--- config.mk ---
export PLATFORM = sky130hd
export DESIGN_NAME = bitctl_top
export DESIGN_NICKNAME = d
export VERILOG_FILES = /design/src/rtl/bitctl_pkg.sv /design/src/rtl/bitctl_ctrl.sv /design/src/rtl/bitctl_dp.sv /design/src/rtl/bitctl_top.sv
export SDC_FILE = /design/constraint.sdc
export NUM_CORES = 1
export LEC_CHECK = 0
export ABC_AREA = 1
export BUFFER_PORTS_ARGS = -buffer_cell sky130_fd_sc_hd__buf_2
export CAP_MARGIN = 20
export CORE_MARGIN = 2
export CORE_UTILIZATION = 39
export CTS_CLUSTER_SIZE = 30
export DETAILED_ROUTE_END_ITERATION = 12
export GPL_TIMING_DRIVEN = 1
export PLACE_DENSITY = 0.76
export SETUP_SLACK_MARGIN = 0.4
export SLEW_MARGIN = 20
export SYNTH_ARGS = -nofsm -noshare
export SYNTH_HDL_FRONTEND = slang
export SYNTH_SLANG_ARGS = --single-unit
--- constraint.sdc ---
create_clock -name clk -period 1 [get_ports clk]
set_clock_uncertainty 0.2 [all_clocks]
set_input_delay 0.2 -clock clk [delete_from_list [all_inputs] [get_ports clk]]
set_output_delay 0.2 -clock clk [all_outputs]
set_load 0.01 [all_outputs]
--- src/rtl/bitctl_pkg.sv ---
package bitctl_pkg;
  parameter int CTRL_W = 16;

  localparam int BIT_ROM    = 0;
  localparam int BIT_GRAM   = 1;
  localparam int BIT_BANKN  = 2;
  localparam int PAGE_LSB   = 3;
  localparam int BIT_CARD   = 9;
  localparam int BIT_WRITE  = 10;
  localparam int BIT_LED    = 12;
  localparam int BIT_MAPPER = 14;
  localparam int BIT_RAMOV  = 15;

  typedef struct packed {
    logic [CTRL_W-1:0] setMask;
    logic [CTRL_W-1:0] clrMask;
    logic              cardHit;
    logic              cardVal;
  } strobe_t;
endpackage

--- src/rtl/bitctl_ctrl.sv ---
module bitctl_ctrl
  import bitctl_pkg::*;
#(
  parameter int BUS_W = 8
) (
  input  logic             clk,
  input  logic             rstN,
  input  logic             bitWrEn,
  input  logic [BUS_W-1:0] busAddr,
  input  logic             bitData,
  output strobe_t          stb
);
  localparam int IDX_W = $clog2(CTRL_W);

  logic [IDX_W-1:0] bitIdx;
  assign bitIdx = IDX_W'(busAddr);

  for (genvar i = 0; i < CTRL_W; i++) begin : g_bit
    logic hit;
    assign hit = bitWrEn && (bitIdx == IDX_W'(i));
    assign stb.setMask[i] = hit && bitData;
    assign stb.clrMask[i] = hit && !bitData;
  end

  assign stb.cardHit = bitWrEn && (bitIdx == IDX_W'(BIT_CARD));
  assign stb.cardVal = bitData;

  // a write touches at most one bit
  a_r2_one_bit: assert property (@(posedge clk) disable iff (!rstN)
    $onehot0(stb.setMask | stb.clrMask));
  // no strobes without a write
  a_r4_idle_quiet: assert property (@(posedge clk) disable iff (!rstN)
    !bitWrEn |-> (stb.setMask == '0 && stb.clrMask == '0 && !stb.cardHit));
endmodule

--- src/rtl/bitctl_dp.sv ---
module bitctl_dp
  import bitctl_pkg::*;
#(
  parameter int PAGE_W = 6,
  parameter int OFF_W  = 13
) (
  input  logic                    clk,
  input  logic                    rstN,
  input  strobe_t                 stb,
  input  logic [OFF_W-1:0]        winOffset,
  output logic [CTRL_W-1:0]       ctrlWord,
  output logic                    cardEnable,
  output logic [PAGE_W-1:0]       pageNum,
  output logic [PAGE_W+OFF_W-1:0] winAddr
);
  logic [CTRL_W-1:0] regQ;
  logic              cardQ;

  always_ff @(posedge clk or negedge rstN) begin
    if (!rstN) begin
      regQ  <= '0;
      cardQ <= 1'b0;
    end else begin
      regQ <= (regQ & ~stb.clrMask) | stb.setMask;
      if (stb.cardHit) cardQ <= stb.cardVal;
    end
  end

  assign ctrlWord   = regQ;
  assign cardEnable = cardQ;
  assign pageNum    = regQ[PAGE_LSB +: PAGE_W];
  assign winAddr    = {pageNum, winOffset};

  // set bits land
  a_r2_set: assert property (@(posedge clk) disable iff (!rstN)
    (stb.setMask != '0) |=> ((regQ & $past(stb.setMask)) == $past(stb.setMask)));
  // cleared bits land
  a_r2_clr: assert property (@(posedge clk) disable iff (!rstN)
    (stb.clrMask != '0) |=> ((regQ & $past(stb.clrMask)) == '0));
  // untouched bits hold
  a_r2_others: assert property (@(posedge clk) disable iff (!rstN)
    1'b1 |=> ((regQ & ~$past(stb.setMask | stb.clrMask)) ==
              ($past(regQ) & ~$past(stb.setMask | stb.clrMask))));
  // card enable tracks register bit
  a_r6_card_mirror: assert property (@(posedge clk) disable iff (!rstN)
    cardQ == regQ[BIT_CARD]);
endmodule

--- src/rtl/bitctl_top.sv ---
module bitctl_top
  import bitctl_pkg::*;
#(
  parameter int BUS_W  = 8,
  parameter int PAGE_W = 6,
  parameter int OFF_W  = 13,
  localparam int ADDR_W = PAGE_W + OFF_W
) (
  input  logic              clk,
  input  logic              rstN,
  input  logic              bitWrEn,
  input  logic [BUS_W-1:0]  busAddr,
  input  logic              bitData,
  input  logic [OFF_W-1:0]  winOffset,
  output logic [CTRL_W-1:0] ctrlWord,
  output logic              romEnable,
  output logic              gramSelect,
  output logic              bankInhibit,
  output logic              writeEnable,
  output logic              ledOn,
  output logic              mapperAlt,
  output logic              ramOverlay,
  output logic              cardEnable,
  output logic [PAGE_W-1:0] pageNum,
  output logic [ADDR_W-1:0] winAddr
);
  strobe_t stb;

  bitctl_ctrl #(.BUS_W(BUS_W)) u_ctrl (
    .clk(clk), .rstN(rstN), .bitWrEn(bitWrEn),
    .busAddr(busAddr), .bitData(bitData), .stb(stb)
  );

  bitctl_dp #(.PAGE_W(PAGE_W), .OFF_W(OFF_W)) u_dp (
    .clk(clk), .rstN(rstN), .stb(stb), .winOffset(winOffset),
    .ctrlWord(ctrlWord), .cardEnable(cardEnable),
    .pageNum(pageNum), .winAddr(winAddr)
  );

  // decode
  assign romEnable   = ctrlWord[BIT_ROM];
  assign gramSelect  = ctrlWord[BIT_GRAM];
  assign bankInhibit = ~ctrlWord[BIT_BANKN];
  assign writeEnable = ctrlWord[BIT_WRITE];
  assign ledOn       = ctrlWord[BIT_LED];
  assign mapperAlt   = ctrlWord[BIT_MAPPER];
  assign ramOverlay  = ctrlWord[BIT_RAMOV];
endmodule

==> flow_metrics.py <==
metrics = {
    "outcome": {
        "outcome": "finished, violations left",
        "failed_checks": "negative hold slack, negative setup slack",
    },
    "yosys": {
        "yosysMostFrequentCell": "nand2_1",
        "ys.flop_type": "dfrtp_1",
        "ys_types": 14,
        "synth_edf_count": 0,
        "synth_common_cells": "nand2_1 (39), buf_4 (32), dfrtp_1 (16), nand3_1 (16)",
        "async_flop_share_pct": 100,
        "synth_top_area_share_pct": 39.2,
        "synth_seq_cells": 16,
        "syn_area_um2": 1020,
        "syn_avg_cell_area_um2": 7.63,
        "synth.area.top_cells": "dfrtp_1 (39%), buf_4 (24%), nand2_1 (14%)",
        "yosysSeqAreaShare_pct": 39.2,
        "yosysWarningCount": 0,
        "synth_area_leader_cell": "dfrtp_1",
        "synthesis.nets": 159,
        "syn_inst": 134,
    },
    "global_route": {
        "grt_max_degree": 17,
        "grt.overflow.total": 0,
        "antenna_found_initial": 0,
        "grt.total_usage_pct": 15.4,
        "grt_pass1_vias": 816,
        "grt_first_pass_wirelength_um": 3290,
    },
    "place": {
        "hpwlAfterDp_um": 1600,
        "gp_congestion": 0.730,
        "dpl_worst_slack_ps": -174,
        "io_buffers": 43,
    },
    "routing": {
        "ant_nets": 0,
        "num_vias": 907,
        "wl_per_cell_um": 11.7,
        "drtPass1Iterations": 4,
        "drc": 0,
        "totalWireLength_um": 2200,
        "viasPerCell": 4.80,
        "dr.first_iter.drc_count": 15,
    },
    "setup_path": {
        "critPathRequiredTime_ps": 600,
        "worst_setup_path_start_kind": "flop",
        "crit_fanout": 4,
        "reg2regPathDepth": 4,
        "cp_top_family": "flip-flops",
        "rrSetupSlack_ps": -20,
        "arrival_ps": 880,
        "slowest_delay_ps": 440,
        "critPathBufInv": 1,
        "crit_path_end_kind": "output pin",
        "crit_end": "winAddr[18]",
        "cp_slowest_cell": "dfrtp_2",
        "cp_cell_sequence": "buf_2",
        "cp.depth": 1,
        "worstSetupPathType": "reg -> out",
    },
    "floorplanning": {
        "rows": 18,
        "die_w_um": 55.2,
        "coreArea_um2": 2480,
        "fp.dieH_um": 55.2,
        "start_util_pct": 41.3,
        "ios": 74,
        "dieArea_um2": 3050,
    },
    "run": {
        "cap_violations": 0,
    },
    "sta": {
        "slew_viol_final": 0,
        "fin_crit_ps": 1280,
        "fin_hold_ws_ps": -407,
        "tightest_slew_ps": 355,
        "timing.fmax_mhz": 782,
        "rsz0062_at_grt": "true",
        "fin_tns_setup_ps": -9210,
        "setup_viol": 38,
        "fin_crit_sh_pct": 128,
        "slew_headroom_pct": 76.3,
        "worst_slack_ps": -279,
        "hold_violations": 16,
    },
    "clock_network": {
        "clkTransAtPathRegs_ps": 100,
        "clk_latency_ps": 290,
        "cts_tree": "yes",
        "cts_made_buffers": 3,
        "root_buffer": "clkbuf_4",
        "clkSinkCount": 16,
        "htreeDepth": 1,
        "clock_tree.buffer_depth": 2,
    },
    "finish": {
        "diodes": 0,
        "drive_gt1_share_pct": 59.1,
        "utilization_pct": 55.1,
        "fill_cells": 235,
        "synthToLayoutAreaGrowth_pct": 33.5,
        "num-nets-final": 185,
    },
    "power": {
        "power_leakage_nw": 0.707,
        "ir_drop_uv": 820,
        "p_total_mw": 2.35,
        "powerDensity_nw_per_um2": 1720,
    },
    "min_path": {
        "min_path_type": "in -> async",
    },
}
[how the worst min path moves through the flow]
stage           endpoint  cells after the start  start  slack (ps)
6_report       async pin                      1   rstN        -410
5_1_grt        async pin                      1   rstN        -370
4_1_cts        async pin                      1   rstN        -390
3_5_place_dp   async pin                      1   rstN         -60
3_3_place_gp   async pin                      1   rstN         -80
2_1_floorplan  async pin                      0   rstN        -300
[layout by cell type (no fill, tap or decap)]
cell	count
buf_2	33
nand2_1	30
buf_6	15
dfrtp_1	10
nand3_1	9
nand2_2	8
nand3_2	6
dfrtp_2	6
buf_4	6
inv_2	5
nor2_4	5
nand4_1	5
nor2_1	4
clkbuf_4	4
inv_1	3
o21bai_1	2
o21ai_1	2
nand3_4	1
o21ai_2	1
clkinv_2	1
nand2_8	1
clkbuf_8	1
buf_12	1
[layout make-up]
| class | count | area [µm²] | area share [%] |
|---|---|---|---|
| multi-input combinational | 74 | 442 | 32.4 |
| clock buffer | 4 | 36.3 | 2.66 |
| inverter | 9 | 35.0 | 2.57 |
| sequential | 16 | 408 | 29.9 |
| tap | 30 | 37.5 | 2.75 |
| timing repair buffer | 56 | 407 | 29.8 |
[logic make-up (layout without fill, tap and decap cells)]
group | Yosys count | count (layout) | synth area share [%]
AND/OR/NAND/NOR | 69 | 69 | 29.7
buffers and inverters | 44 | 69 | 28.2
flip-flops | 16 | 16 | 39.2
AO/OA/AOI/OAI | 5 | 5 | 2.94
[layer usage]
layer,global-route usage (%),wire (µm),vias to the layer above
met5,0,0,-
met4,8.94,33,0
met3,4.30,163,6
met2,28.0,1190,38
met1,15.7,812,420
li1,-,-,443
[power breakdown]
| group | internal, mW | switching, mW |
|---|---|---|
| registers | 0.791 | 0.115 |
| logic | 0.509 | 0.486 |
| clock network | 0.222 | 0.222 |
| total | 1.52 | 0.824 |
[worst reg2reg max path: stages (launching register included)]
cell,delay (ps)
dfrtp_1,410
buf_6,120
inv_2,30
o21bai_1,100
nand2_1,60
[through the flow]
stage,cells,hold slack (ps),area (µm²)
2_1_floorplan,134,-296,1260
4_1_cts,187,-388,1280
5_1_grt,189,-366,1370
3_3_place_gp,175,-75.1,1140
3_5_place_dp,175,-64.1,1140
6_report,189,-407,1370
[timing repair]
item / 4_1_cts / 5_1_grt
endpoints found under the hold margin: 16 / 16
pin swaps: 16 / 7
endpoints found under the setup margin: 65 / 65
setup buffers: 8 / 2
resized for setup: 9 / 20
No activity file was read; power rests on OpenSTA's default activity.
